<file path="src/rtl/rmgr_pkg.sv">
package rmgr_pkg;
  localparam int IDX_W      = 5;
  localparam int CMD_SH     = 5;
  localparam int CPL_SH     = 3;
  localparam int WORD_W     = 32;
  localparam int CMD_BASE_W = WORD_W - IDX_W - CMD_SH;
  localparam int CPL_BASE_W = WORD_W - IDX_W - CPL_SH;
  localparam int ADDR_W     = 2 * WORD_W;

  localparam logic [2:0] RA_CFG      = 3'd0;
  localparam logic [2:0] RA_CMD_HI   = 3'd1;
  localparam logic [2:0] RA_CMD_PROD = 3'd2;
  localparam logic [2:0] RA_CMD_CONS = 3'd3;
  localparam logic [2:0] RA_CPL_HI   = 3'd4;
  localparam logic [2:0] RA_CPL_PROD = 3'd5;
  localparam logic [2:0] RA_CPL_CONS = 3'd6;
  localparam logic [2:0] RA_ENGINE   = 3'd7;

  typedef enum logic [2:0] {
    ST_IDLE, ST_FETCH, ST_WAIT_RD, ST_EXEC, ST_POST
  } eng_state_e;

  function automatic logic [IDX_W-1:0] idx_next(input logic [IDX_W-1:0] i);
    return i + 1'b1;
  endfunction

  function automatic logic ring_full(input logic [IDX_W-1:0] prod,
                                     input logic [IDX_W-1:0] cons);
    return idx_next(prod) == cons;
  endfunction

  function automatic logic [ADDR_W-1:0] cmd_slot_addr(
      input logic [WORD_W-1:0] hi, input logic [CMD_BASE_W-1:0] lo,
      input logic [IDX_W-1:0] i);
    return {hi, lo, i, {CMD_SH{1'b0}}};
  endfunction

  function automatic logic [ADDR_W-1:0] cpl_slot_addr(
      input logic [WORD_W-1:0] hi, input logic [CPL_BASE_W-1:0] lo,
      input logic [IDX_W-1:0] i);
    return {hi, lo, i, {CPL_SH{1'b0}}};
  endfunction

  function automatic logic [ADDR_W-1:0] cpl_pack(
      input logic [15:0] tag, input logic [7:0] est,
      input logic [7:0] dst, input logic [WORD_W-1:0] ts);
    return {ts, dst, est, tag};
  endfunction
endpackage

</file>
<file path="src/rtl/rmgr_regs.sv">
module rmgr_regs
  import rmgr_pkg::*;
(
  input  logic                  clk,
  input  logic                  rst_n,
  input  logic                  wr,
  input  logic [2:0]            addr,
  input  logic [WORD_W-1:0]     wdata,
  output logic [WORD_W-1:0]     rdata,
  output logic                  halt_on_err,
  output logic [WORD_W-1:0]     cmd_hi,
  output logic [CMD_BASE_W-1:0] cmd_lo,
  output logic [IDX_W-1:0]      sw_prod,
  output logic [WORD_W-1:0]     cpl_hi,
  output logic [CPL_BASE_W-1:0] cpl_lo,
  output logic [IDX_W-1:0]      sw_cons,
  output logic                  en_req,
  output logic                  dis_req,
  input  logic [IDX_W-1:0]      hw_cons,
  input  logic [IDX_W-1:0]      hw_cpl,
  input  logic                  eng_on,
  input  logic                  eng_busy
);
  logic [WORD_W-1:0] cfg_q;
  logic              eng_wr;

  assign eng_wr      = wr && (addr == RA_ENGINE);
  assign dis_req     = eng_wr && wdata[1];
  assign en_req      = eng_wr && wdata[0] && !wdata[1];
  assign halt_on_err = cfg_q[0];

  always_ff @(posedge clk or negedge rst_n) begin
    if (!rst_n) begin
      cfg_q   <= '0;
      cmd_hi  <= '0;
      cmd_lo  <= '0;
      sw_prod <= '0;
      cpl_hi  <= '0;
      cpl_lo  <= '0;
      sw_cons <= '0;
    end else if (wr) begin
      case (addr)
        RA_CFG:      cfg_q  <= wdata;
        RA_CMD_HI:   cmd_hi <= wdata;
        RA_CMD_PROD: begin
          cmd_lo  <= wdata[WORD_W-1 -: CMD_BASE_W];
          sw_prod <= wdata[CMD_SH +: IDX_W];
        end
        RA_CPL_HI:   cpl_hi <= wdata;
        RA_CPL_CONS: begin
          cpl_lo  <= wdata[WORD_W-1 -: CPL_BASE_W];
          sw_cons <= wdata[CPL_SH +: IDX_W];
        end
        default: ;
      endcase
    end
  end

  always_comb begin
    case (addr)
      RA_CFG:      rdata = cfg_q;
      RA_CMD_HI:   rdata = cmd_hi;
      RA_CMD_PROD: rdata = {cmd_lo, sw_prod, {CMD_SH{1'b0}}};
      RA_CMD_CONS: rdata = {cmd_lo, hw_cons, {CMD_SH{1'b0}}};
      RA_CPL_HI:   rdata = cpl_hi;
      RA_CPL_PROD: rdata = {cpl_lo, hw_cpl, {CPL_SH{1'b0}}};
      RA_CPL_CONS: rdata = {cpl_lo, sw_cons, {CPL_SH{1'b0}}};
      default:     rdata = {{(WORD_W-2){1'b0}}, eng_busy, eng_on};
    endcase
  end
endmodule

</file>
<file path="src/rtl/rmgr_engine.sv">
module rmgr_engine
  import rmgr_pkg::*;
(
  input  logic                  clk,
  input  logic                  rst_n,
  input  logic                  halt_on_err,
  input  logic [WORD_W-1:0]     cmd_hi,
  input  logic [CMD_BASE_W-1:0] cmd_lo,
  input  logic [IDX_W-1:0]      sw_prod,
  input  logic [WORD_W-1:0]     cpl_hi,
  input  logic [CPL_BASE_W-1:0] cpl_lo,
  input  logic [IDX_W-1:0]      sw_cons,
  input  logic                  en_req,
  input  logic                  dis_req,
  output logic                  mem_req,
  output logic                  mem_we,
  output logic [ADDR_W-1:0]     mem_addr,
  output logic [ADDR_W-1:0]     mem_wdata,
  input  logic                  mem_gnt,
  input  logic                  mem_rvalid,
  input  logic [WORD_W-1:0]     mem_rdata,
  output logic                  cmd_start,
  output logic [WORD_W-1:0]     cmd_word,
  input  logic                  cmd_done,
  input  logic [7:0]            cmd_dev_status,
  output logic                  done_pulse,
  output logic [IDX_W-1:0]      hw_cons,
  output logic [IDX_W-1:0]      hw_cpl,
  output logic                  eng_on,
  output logic                  eng_busy
);
  eng_state_e        state;
  logic              dis_pend;
  logic [7:0]        dev_q;
  logic [WORD_W-1:0] ts;

  // named internal events, shared by the logic and the assertions
  logic work_waiting, launch, cpl_blocked, post_acc, stop_on_err;

  assign work_waiting = (sw_prod != hw_cons);
  assign launch       = (state == ST_IDLE) && eng_on && work_waiting &&
                        !dis_req && !dis_pend;
  assign cpl_blocked  = ring_full(hw_cpl, sw_cons);
  assign post_acc     = (state == ST_POST) && !cpl_blocked && mem_gnt;
  assign stop_on_err  = halt_on_err && dev_q[0];

  assign eng_busy  = (state != ST_IDLE);
  assign mem_we    = (state == ST_POST);
  assign mem_req   = (state == ST_FETCH) || ((state == ST_POST) && !cpl_blocked);
  assign mem_addr  = mem_we ? cpl_slot_addr(cpl_hi, cpl_lo, hw_cpl)
                            : cmd_slot_addr(cmd_hi, cmd_lo, hw_cons);
  assign mem_wdata = cpl_pack({1'b0, cmd_word[15:1]}, {7'b0, dev_q[0]}, dev_q, ts);

  always_ff @(posedge clk or negedge rst_n) begin
    if (!rst_n) begin
      state      <= ST_IDLE;
      eng_on     <= 1'b0;
      dis_pend   <= 1'b0;
      hw_cons    <= '0;
      hw_cpl     <= '0;
      cmd_word   <= '0;
      dev_q      <= '0;
      cmd_start  <= 1'b0;
      done_pulse <= 1'b0;
      ts         <= '0;
    end else begin
      ts         <= ts + 1'b1;
      cmd_start  <= 1'b0;
      done_pulse <= 1'b0;
      case (state)
        ST_IDLE: begin
          if (dis_pend) begin
            eng_on   <= 1'b0;
            dis_pend <= 1'b0;
          end else if (launch) begin
            state <= ST_FETCH;
          end
        end
        ST_FETCH:   if (mem_gnt) state <= ST_WAIT_RD;
        ST_WAIT_RD: if (mem_rvalid) begin
          cmd_word  <= mem_rdata;
          hw_cons   <= idx_next(hw_cons);
          cmd_start <= 1'b1;
          state     <= ST_EXEC;
        end
        ST_EXEC: if (cmd_done) begin
          dev_q <= cmd_dev_status;
          state <= ST_POST;
        end
        ST_POST: if (post_acc) begin
          hw_cpl     <= idx_next(hw_cpl);
          done_pulse <= 1'b1;
          state      <= ST_IDLE;
          if (dis_pend || stop_on_err) begin
            eng_on   <= 1'b0;
            dis_pend <= 1'b0;
          end
        end
        default: state <= ST_IDLE;
      endcase
      if (en_req) begin
        eng_on   <= 1'b1;
        dis_pend <= 1'b0;
      end else if (dis_req) begin
        if (state == ST_IDLE) eng_on <= 1'b0;
        else                  dis_pend <= 1'b1;
      end
    end
  end

  // fetches only happen with the engine on
  assert_fetch_needs_on_R3: assert property (@(posedge clk) disable iff (!rst_n)
    (mem_req && !mem_we) |-> eng_on);

  // consumer moves by exactly one, and only over a non-empty ring
  assert_cons_step_R3: assert property (@(posedge clk) disable iff (!rst_n)
    (hw_cons != $past(hw_cons)) |->
      ($past(sw_prod != hw_cons) && (hw_cons == $past(hw_cons) + 1'b1)));

  // the on bit only falls between entries
  assert_drain_before_off_R5: assert property (@(posedge clk) disable iff (!rst_n)
    $fell(eng_on) |-> ($past(state == ST_IDLE) || $past(post_acc)));

  // no completion over an unacknowledged slot
  assert_no_overrun_R7: assert property (@(posedge clk) disable iff (!rst_n)
    (hw_cpl != $past(hw_cpl)) |-> !$past(ring_full(hw_cpl, sw_cons)));

  // done pulse follows each producer step and lasts one cycle
  assert_done_tracks_post_R8: assert property (@(posedge clk) disable iff (!rst_n)
    done_pulse |-> (hw_cpl == $past(hw_cpl) + 1'b1));
  assert_done_single_R8: assert property (@(posedge clk) disable iff (!rst_n)
    done_pulse |=> !done_pulse);

  // fetch request held until granted
  assert_fetch_held_R10: assert property (@(posedge clk) disable iff (!rst_n)
    (mem_req && !mem_we && !mem_gnt) |=> (mem_req && !mem_we && $stable(mem_addr)));
endmodule

</file>
<file path="src/rtl/rmgr_ring_mgr.sv">
module rmgr_ring_mgr
  import rmgr_pkg::*;
(
  input  logic              clk,
  input  logic              rst_n,
  input  logic              reg_wr,
  input  logic [2:0]        reg_addr,
  input  logic [WORD_W-1:0] reg_wdata,
  output logic [WORD_W-1:0] reg_rdata,
  output logic              mem_req,
  output logic              mem_we,
  output logic [ADDR_W-1:0] mem_addr,
  output logic [ADDR_W-1:0] mem_wdata,
  input  logic              mem_gnt,
  input  logic              mem_rvalid,
  input  logic [WORD_W-1:0] mem_rdata,
  output logic              cmd_start,
  output logic [WORD_W-1:0] cmd_word,
  input  logic              cmd_done,
  input  logic [7:0]        cmd_dev_status,
  output logic              done_pulse
);
  logic                  halt_on_err, en_req, dis_req, eng_on, eng_busy;
  logic [WORD_W-1:0]     cmd_hi, cpl_hi;
  logic [CMD_BASE_W-1:0] cmd_lo;
  logic [CPL_BASE_W-1:0] cpl_lo;
  logic [IDX_W-1:0]      sw_prod, sw_cons, hw_cons, hw_cpl;

  rmgr_regs u_regs (
    .clk(clk), .rst_n(rst_n), .wr(reg_wr), .addr(reg_addr), .wdata(reg_wdata),
    .rdata(reg_rdata), .halt_on_err(halt_on_err), .cmd_hi(cmd_hi), .cmd_lo(cmd_lo),
    .sw_prod(sw_prod), .cpl_hi(cpl_hi), .cpl_lo(cpl_lo), .sw_cons(sw_cons),
    .en_req(en_req), .dis_req(dis_req), .hw_cons(hw_cons), .hw_cpl(hw_cpl),
    .eng_on(eng_on), .eng_busy(eng_busy)
  );

  rmgr_engine u_engine (
    .clk(clk), .rst_n(rst_n), .halt_on_err(halt_on_err), .cmd_hi(cmd_hi),
    .cmd_lo(cmd_lo), .sw_prod(sw_prod), .cpl_hi(cpl_hi), .cpl_lo(cpl_lo),
    .sw_cons(sw_cons), .en_req(en_req), .dis_req(dis_req), .mem_req(mem_req),
    .mem_we(mem_we), .mem_addr(mem_addr), .mem_wdata(mem_wdata), .mem_gnt(mem_gnt),
    .mem_rvalid(mem_rvalid), .mem_rdata(mem_rdata), .cmd_start(cmd_start),
    .cmd_word(cmd_word), .cmd_done(cmd_done), .cmd_dev_status(cmd_dev_status),
    .done_pulse(done_pulse), .hw_cons(hw_cons), .hw_cpl(hw_cpl),
    .eng_on(eng_on), .eng_busy(eng_busy)
  );
endmodule

</file>
<file path="config.mk">
export PLATFORM = sky130hd
export DESIGN_NAME = rmgr_ring_mgr
export DESIGN_NICKNAME = d
export VERILOG_FILES = /design/src/rtl/rmgr_pkg.sv /design/src/rtl/rmgr_regs.sv /design/src/rtl/rmgr_engine.sv /design/src/rtl/rmgr_ring_mgr.sv
export SDC_FILE = /design/constraint.sdc
export NUM_CORES = 1
export LEC_CHECK = 0
export CORE_MARGIN = 3
export CORE_UTILIZATION = 50
export CTS_CLUSTER_SIZE = 28
export DETAILED_ROUTE_END_ITERATION = 10
export PLACE_DENSITY = 0.8
export SETUP_SLACK_MARGIN = 0.15
export SLEW_MARGIN = 5
export SYNTH_ARGS = -nofsm -noshare
export SYNTH_HDL_FRONTEND = slang
export SYNTH_SLANG_ARGS = --single-unit
</file>
<file path="constraint.sdc">
create_clock -name clk -period 2.4 [get_ports clk]
set_input_delay 0.24 -clock clk [delete_from_list [all_inputs] [get_ports clk]]
set_output_delay 0.24 -clock clk [all_outputs]
set_load 0.02 [all_outputs]
</file>
======== Word-level counts from Yosys, hierarchy flattened ========
Index checks and enable logic that the tools add are counted.
storage, ports and cells
  bits in registers ....................... 241
  bits in read-only memories .............. 0
  word-level logic and storage cells ...... 94
  latch bits .............................. 0
  RAM bits ................................ 0
  memories ................................ 0
  output and inout bits ................... 196
operators by class
  $mul .................................... 0
  mux-type cells .......................... 26
  bitwise logic cells ..................... 0
  order comparisons ....................... 0
  reduce and logical (&&, ||, !) cells .... 29
  equality and inequality tests ........... 19
  divide/modulo/power cells ............... 0
  shift-type cells ........................ 0
  add/sub/neg operators ................... 3
operators with widths
  kind                                                    number
  one-hot mux 32 bit (7 select lines)                     1
  2-to-1 mux 64 bit                                       1
  adder 32 x 1 -> 32 bit (second input constant)          1
  2-to-1 mux 3 bit                                        6
  AND reduction 2 bit                                     8
  equality test 3 bit (second input constant)             5
  2-to-1 mux 1 bit                                        15
  one-hot mux 3 bit (5 select lines)                      1
  equality test 3 x 2 -> 1 bit (second input constant)    4
  logical AND 1 bit                                       11
  adder 5 x 1 -> 5 bit (second input constant)            2
  inequality test 2 bit (second input constant)           5
  equality test 3 x 1 -> 1 bit (second input constant)    2
  logical NOT 3 bit                                       2
  AND reduction 6 bit                                     1
  equality test 5 bit                                     1
  inequality test 5 bit                                   1
  logical NOT 1 bit                                       4
  one-hot mux 1 bit (2 select lines)                      2
  nonzero test 3 bit                                      1
  logical OR 1 bit                                        2
  inequality test 2 x 1 -> 1 bit (second input constant)  1

======== Depth between registers and ports, before layout ========
  depth in word-level cells ............... 10
  gate-level depth with buffers ........... 7

======== Hierarchy ========
From an unflattened synthesis, not the netlist that was laid out.
unflattened totals
  cells, all modules ...................... 936
  area, all modules ....................... 11,997.8 um^2
modules (own cells, without submodules)
  module       times used  cells each  seq. area each (um^2)  area an instance (um^2)
  rmgr_regs    1           544         3,803.6                7,273.2
  rmgr_engine  1           392         2,227.1                4,724.5

======== Least setup slack after synthesis ========
No wires, ideal clock.
  path type ............................... register -> output
  start ................................... register u_engine.hw_cpl[0]
  end ..................................... output port mem_req
  path slack .............................. 0.359 ns
  arrival time ............................ 1.801 ns
  cell stages (with the launch flop) ...... 7
  cells stage by stage .................... dfrtp_1 > ha_1 > and2b_2 > a31oi_4 > or4_1 > o21ai_0 > a21oi_1
between the ends
  longest elaborated chain between the ends .. 5
ends and longest elaborated chain
  item                    RTL line             text
  start, declared         rmgr_engine.sv:28    output logic [IDX_W-1:0] hw_cpl,
  start signal, assigned  rmgr_engine.sv:91    hw_cpl <= idx_next(hw_cpl);
  adder 5 x 1 -> 5 bit    rmgr_pkg.sv:24       return i + 1'b1;
  equality test 5 bit     rmgr_pkg.sv:29       return idx_next(prod) == cons;
  logical NOT 1 bit       rmgr_engine.sv:49    assign mem_req = (state == ST_FETCH) || ((state == ST_POST) && !cpl_blocked);
  logical AND 1 bit       rmgr_engine.sv:49
  logical OR 1 bit        rmgr_engine.sv:49
  end, declared           rmgr_ring_mgr.sv:10  output logic mem_req,
Every way passes these cells.

======== Final worst setup path ========
  start ................................... register u_engine.hw_cpl[1]
  end ..................................... output port mem_req
The elaborated chain is that of the path after synthesis.

==> reports/qor_table.md <==
| Metric | Value | Unit |
| --- | --- | --- |
| Run status | finished, violations left | - |
| Failing checks | setup timing | - |
| Top Ports | 277 | - |
| Routed length on met2 | 16.5 | mm |
| Relative slew slack | 0.622 | - |
| First-pass GRT wire length | 53.1 | mm |
| Tot GR Track Use | 0.260 | - |
| Die Wd | 159 | um |
| Worst slack at placement | -36.9 | ps |
| Total negative slack | -102 | ps |
| Design Power | 0.0161 | W |
| Combinational cell fraction of total power | 0.391 | - |
| Total Routed Length | 33.8 | mm |
| Slew at the pin closest to its max-slew limit | 567 | ps |
| Overall overflow remaining after global route | 0 | - |
| Pre-antenna DRT Iters | 5 | - |
| Post-Synthesis Mean Instance Area | 11.3 | um2 |
| Total number of vias | 9048 | - |
| Portion of total power attributed to sequential cells | 0.363 | - |
| Floorplan row count | 55 | - |
| Critical path data arrival time | 2260 | ps |
| Deepest clock path buffer count | 3 | - |
| Top routing layer in use | met4 | - |
| Final critical-path required period | 2500 | ps |
| Clk_lat worst skew | 530 | ps |
| Required time of the worst setup path | 2160 | ps |
| Type of element launching the critical path | flip-flop | - |
| Period Utilization, post-route | 1.04 | - |
| Worst setup skew after layout | 14.0 | ps |
| First DRT Iteration DRCs | 503 | - |
| Number of maximum-capacitance constraint violations | 0 | - |
| Cell-internal power | 0.0105 | W |
| Yosys top cell by area | sky130_fd_sc_hd__dfrtp_1 | - |
| Die Y | 159 | um |
| Endpoint class of the critical path | output pin | - |
| CTS clock-pin slew for the worst setup and hold paths | 60 | ps |
| Initial Utilization | 0.513 | - |
| Pin count of the biggest net entering global routing | 73 | - |
| Cell area after synthesis | 11700 | um2 |
| Maximum vdd ir drop | 0.515 | mV |
| Fraction of post-synthesis cell area in the top cell type by area | 0.516 | - |
| Via count of the first global-routing pass | 9336 | - |
| Clock power share | 0.246 | - |
| Flip-flop cell with the highest count after synthesis | sky130_fd_sc_hd__dfrtp_1 | - |
| Clock Tree Root | sky130_fd_sc_hd__clkbuf_16 | - |
| H-tree lvl count | 1 | - |
| CTS tree | built | - |
| Switching pwr | 0.00560 | W |
| Static leakage | 7.16 | nW |
| Main area contributors after synthesis | sky130_fd_sc_hd__dfrtp_1 (52%), sky130_fd_sc_hd__mux2_2 (18%), sky130_fd_sc_hd__nand2_1 (6.5%), sky130_fd_sc_hd__mux2i_1 (2.3%), sky130_fd_sc_hd__xnor2_1 (2.2%) | - |
| DR DRC count | 0 | - |
| Post-synthesis sequential area ratio | 0.516 | - |
| Port buffer count | 265 | - |
| Full die area | 25200 | um2 |
| Cells after Synth | 1037 | - |
| Type of the worst setup path | reg -> out | - |
| Average via count per standard cell | 5.43 | - |
| Slack of the critical path | -102 | ps |
| Number of distinct library cells after synthesis | 56 | - |
| Pwr dens | 1010 | nW/um2 |
| Sinks on the clock net | 241 | - |
| DR WL met3 | 1.99 | mm |
| Count of flip-flops with a built-in enable after synthesis | 0 | - |
| Share of cells above drive strength 1 | 0.302 | - |
| Fmax | 400 | MHz |
| Area of the core | 22800 | um2 |
| Setup repair after global routing missed its margin | true | - |
| Detail Route Antenna Nets | 0 | - |
| CTS Buf Count | 26 | - |
| Number of failing hold endpoints at the final stage | 0 | - |
| Routed wirelength normalized by instance count | 20.3 | um |
| Layout Area Growth over Synthesis | 35.9 | % |
| Max-slew violation count | 0 | - |
| Count of endpoints failing setup in the final report | 1 | - |
| Share of the core filled with cells | 0.697 | - |
| Total of flip-flops plus latches after synthesis | 241 | - |
| Sw frac | 0.348 | - |
| Initial antenna violation count | 2 | - |
| Share of flip-flops with an asynchronous set or reset after synthesis | 1.00 | - |
| Met1 Routed Length | 13.9 | mm |
| Ys Warns | 0 | - |
| Worst hold path type | in -> async | - |
| Detailed placer's ending HPWL | 23.7 | mm |
| Net count, final | 1419 | - |
| Maximum fanout encountered on the critical timing path | 4 | - |
| Routability congestion estimate from global placement | 0.914 | - |
-- cell usage after synthesis, drive strengths merged (18+ instances only) --
cell type	instances
mux2i	27
buf	62
o21ai	34
a22oi	25
nand2	202
mux2	198
dfrtp	241
nor2	45
xor2	18
clkbuf	21
xnor2	31
nand3	19
a21oi	34
-- final timing paths --
path                                                      from                                 to  slack (ps)  depth (start not counted)
worst max-delay path            u_engine.hw_cpl[1]$_DFFE_PN0P_                            mem_req        -100                          7
worst min-delay path                                     rst_n       u_regs.cpl_lo[5]$_DFFE_PN0P_         270                          2
worst max register to register  u_engine.hw_cpl[1]$_DFFE_PN0P_     u_engine.hw_cpl[1]$_DFFE_PN0P_         240                          8
worst min register to register       u_engine.ts[31]$_DFF_PN0_          u_engine.ts[31]$_DFF_PN0_         480                          1
max in group asynchronous                                rst_n  u_engine.cmd_word[12]$_DFFE_PN0P_        1400                          3
min in group clk                                 mem_rdata[16]  u_engine.cmd_word[16]$_DFFE_PN0P_         320                          2
-- timing repair --
| item | CTS | global route |
|---|---|---|
| endpoints found under the hold margin | 66 | 0 |
| gates cloned | 1 | 2 |
| pin swaps | 5 | 5 |
| gates resized for setup | 199 | 63 |
| endpoints found under the setup margin | 91 | 64 |
| hold buffers | 1 | 0 |
| setup buffers | 4 | 3 |
-- cell type report --
type,count,area (um2)
sequential,241,6040
tap,313,392
fill,1693,6900
multi-input combinational,717,5330
antenna,2,5.00
clock inverter,3,43.8
clock buffer,42,802
inverter,6,37.5
timing repair buffer,343,3230
-- worst max-delay path, stage by stage (launching register included) --
cell and delay [ps]:
sky130_fd_sc_hd__dfrtp_1 430, sky130_fd_sc_hd__buf_6 150, sky130_fd_sc_hd__nand3_4 90, sky130_fd_sc_hd__xnor2_2 170, sky130_fd_sc_hd__or4_4 540, sky130_fd_sc_hd__o21ai_2 130, sky130_fd_sc_hd__a21oi_2 60, sky130_fd_sc_hd__buf_4 150
-- metrics by stage --
step | hold WS [ps] | instance area (um2) | instances
after global placement | 246 | 15000 | 1609
after CTS | 278 | 15900 | 1660
after detailed placement | 244 | 15000 | 1609
after floorplan | -55.6 | 11700 | 1047
final | 266 | 15900 | 1667
after global routing | 321 | 15900 | 1667
-- flip-flops by register name (all words and copies together), names as in the netlist --
register / count
u_engine.hw_cpl: 5
u_regs.cmd_lo: 22
u_regs.sw_cons: 5
u_regs.sw_prod: 5
u_engine.state: 3
u_engine.ts: 32
u_engine.hw_cons: 5
u_engine.eng_on: 1
u_regs.cpl_hi: 32
u_engine.done_pulse: 1
u_engine.dis_pend: 1
u_engine.dev_q: 8
u_engine.cmd_word: 32
u_regs.cmd_hi: 32
u_engine.cmd_start: 1
u_regs.cfg_q: 32
u_regs.cpl_lo: 24
-- power by group through the flow --
stage	clock network (W)	logic, W	registers [W]
finish	0.00396	0.00629	0.00584
global route	0.00418	0.00667	0.00598
CTS	0.00403	0.00631	0.00583
detailed placement	0	0.00636	0.00587
global placement	0	0.00626	0.00580
floorplan	0	0.00313	0.00615
-- layer usage --
layer	vias to the layer above	GRT usage
met5	-	0
met3	74	0.0530
li1	4152	-
met4	0	0.107
met1	4482	0.329
met2	340	0.438
-- cell usage in the layout, fill, tap and decap left out, types with 5 or more instances in the layout --
cell type,netlist,final
sky130_fd_sc_hd__nand2_1,202,201
sky130_fd_sc_hd__o21ai_0,30,29
sky130_fd_sc_hd__mux2i_1,27,27
sky130_fd_sc_hd__clkdlybuf4s50_1,0,167
sky130_fd_sc_hd__dlygate4sd2_1,0,26
sky130_fd_sc_hd__xor2_1,18,16
sky130_fd_sc_hd__conb_1,1,11
sky130_fd_sc_hd__mux2_2,184,184
sky130_fd_sc_hd__nor3_4,2,5
sky130_fd_sc_hd__nand3_1,18,16
sky130_fd_sc_hd__clkdlybuf4s15_2,0,14
sky130_fd_sc_hd__clkbuf_8,0,7
sky130_fd_sc_hd__buf_6,1,5
sky130_fd_sc_hd__mux2_1,13,13
sky130_fd_sc_hd__and3_1,6,6
sky130_fd_sc_hd__buf_12,0,12
sky130_fd_sc_hd__a21oi_1,34,33
sky130_fd_sc_hd__buf_4,32,62
sky130_fd_sc_hd__nand4_1,10,10
sky130_fd_sc_hd__xnor2_1,30,29
sky130_fd_sc_hd__a22oi_1,25,25
sky130_fd_sc_hd__clkbuf_16,0,29
sky130_fd_sc_hd__buf_2,25,9
sky130_fd_sc_hd__clkbuf_1,21,8
sky130_fd_sc_hd__clkdlybuf4s15_1,0,9
sky130_fd_sc_hd__nor2_1,42,40
sky130_fd_sc_hd__clkbuf_2,0,34
sky130_fd_sc_hd__dfrtp_1,241,237
-- kinds of logic after synthesis --
family | count (synthesis) | synth area share
adders and majority gates | 3 | 0.00321
muxes | 228 | 0.220
other | 1 | 0.000321
AOI/OAI and AO/OA | 109 | 0.0589
xor gates and xnor gates | 49 | 0.0374
and+or+nand+nor | 317 | 0.121
buffers and inverters | 89 | 0.0424
DFF | 241 | 0.516
Note: power is estimated with default switching activity, not from simulation.
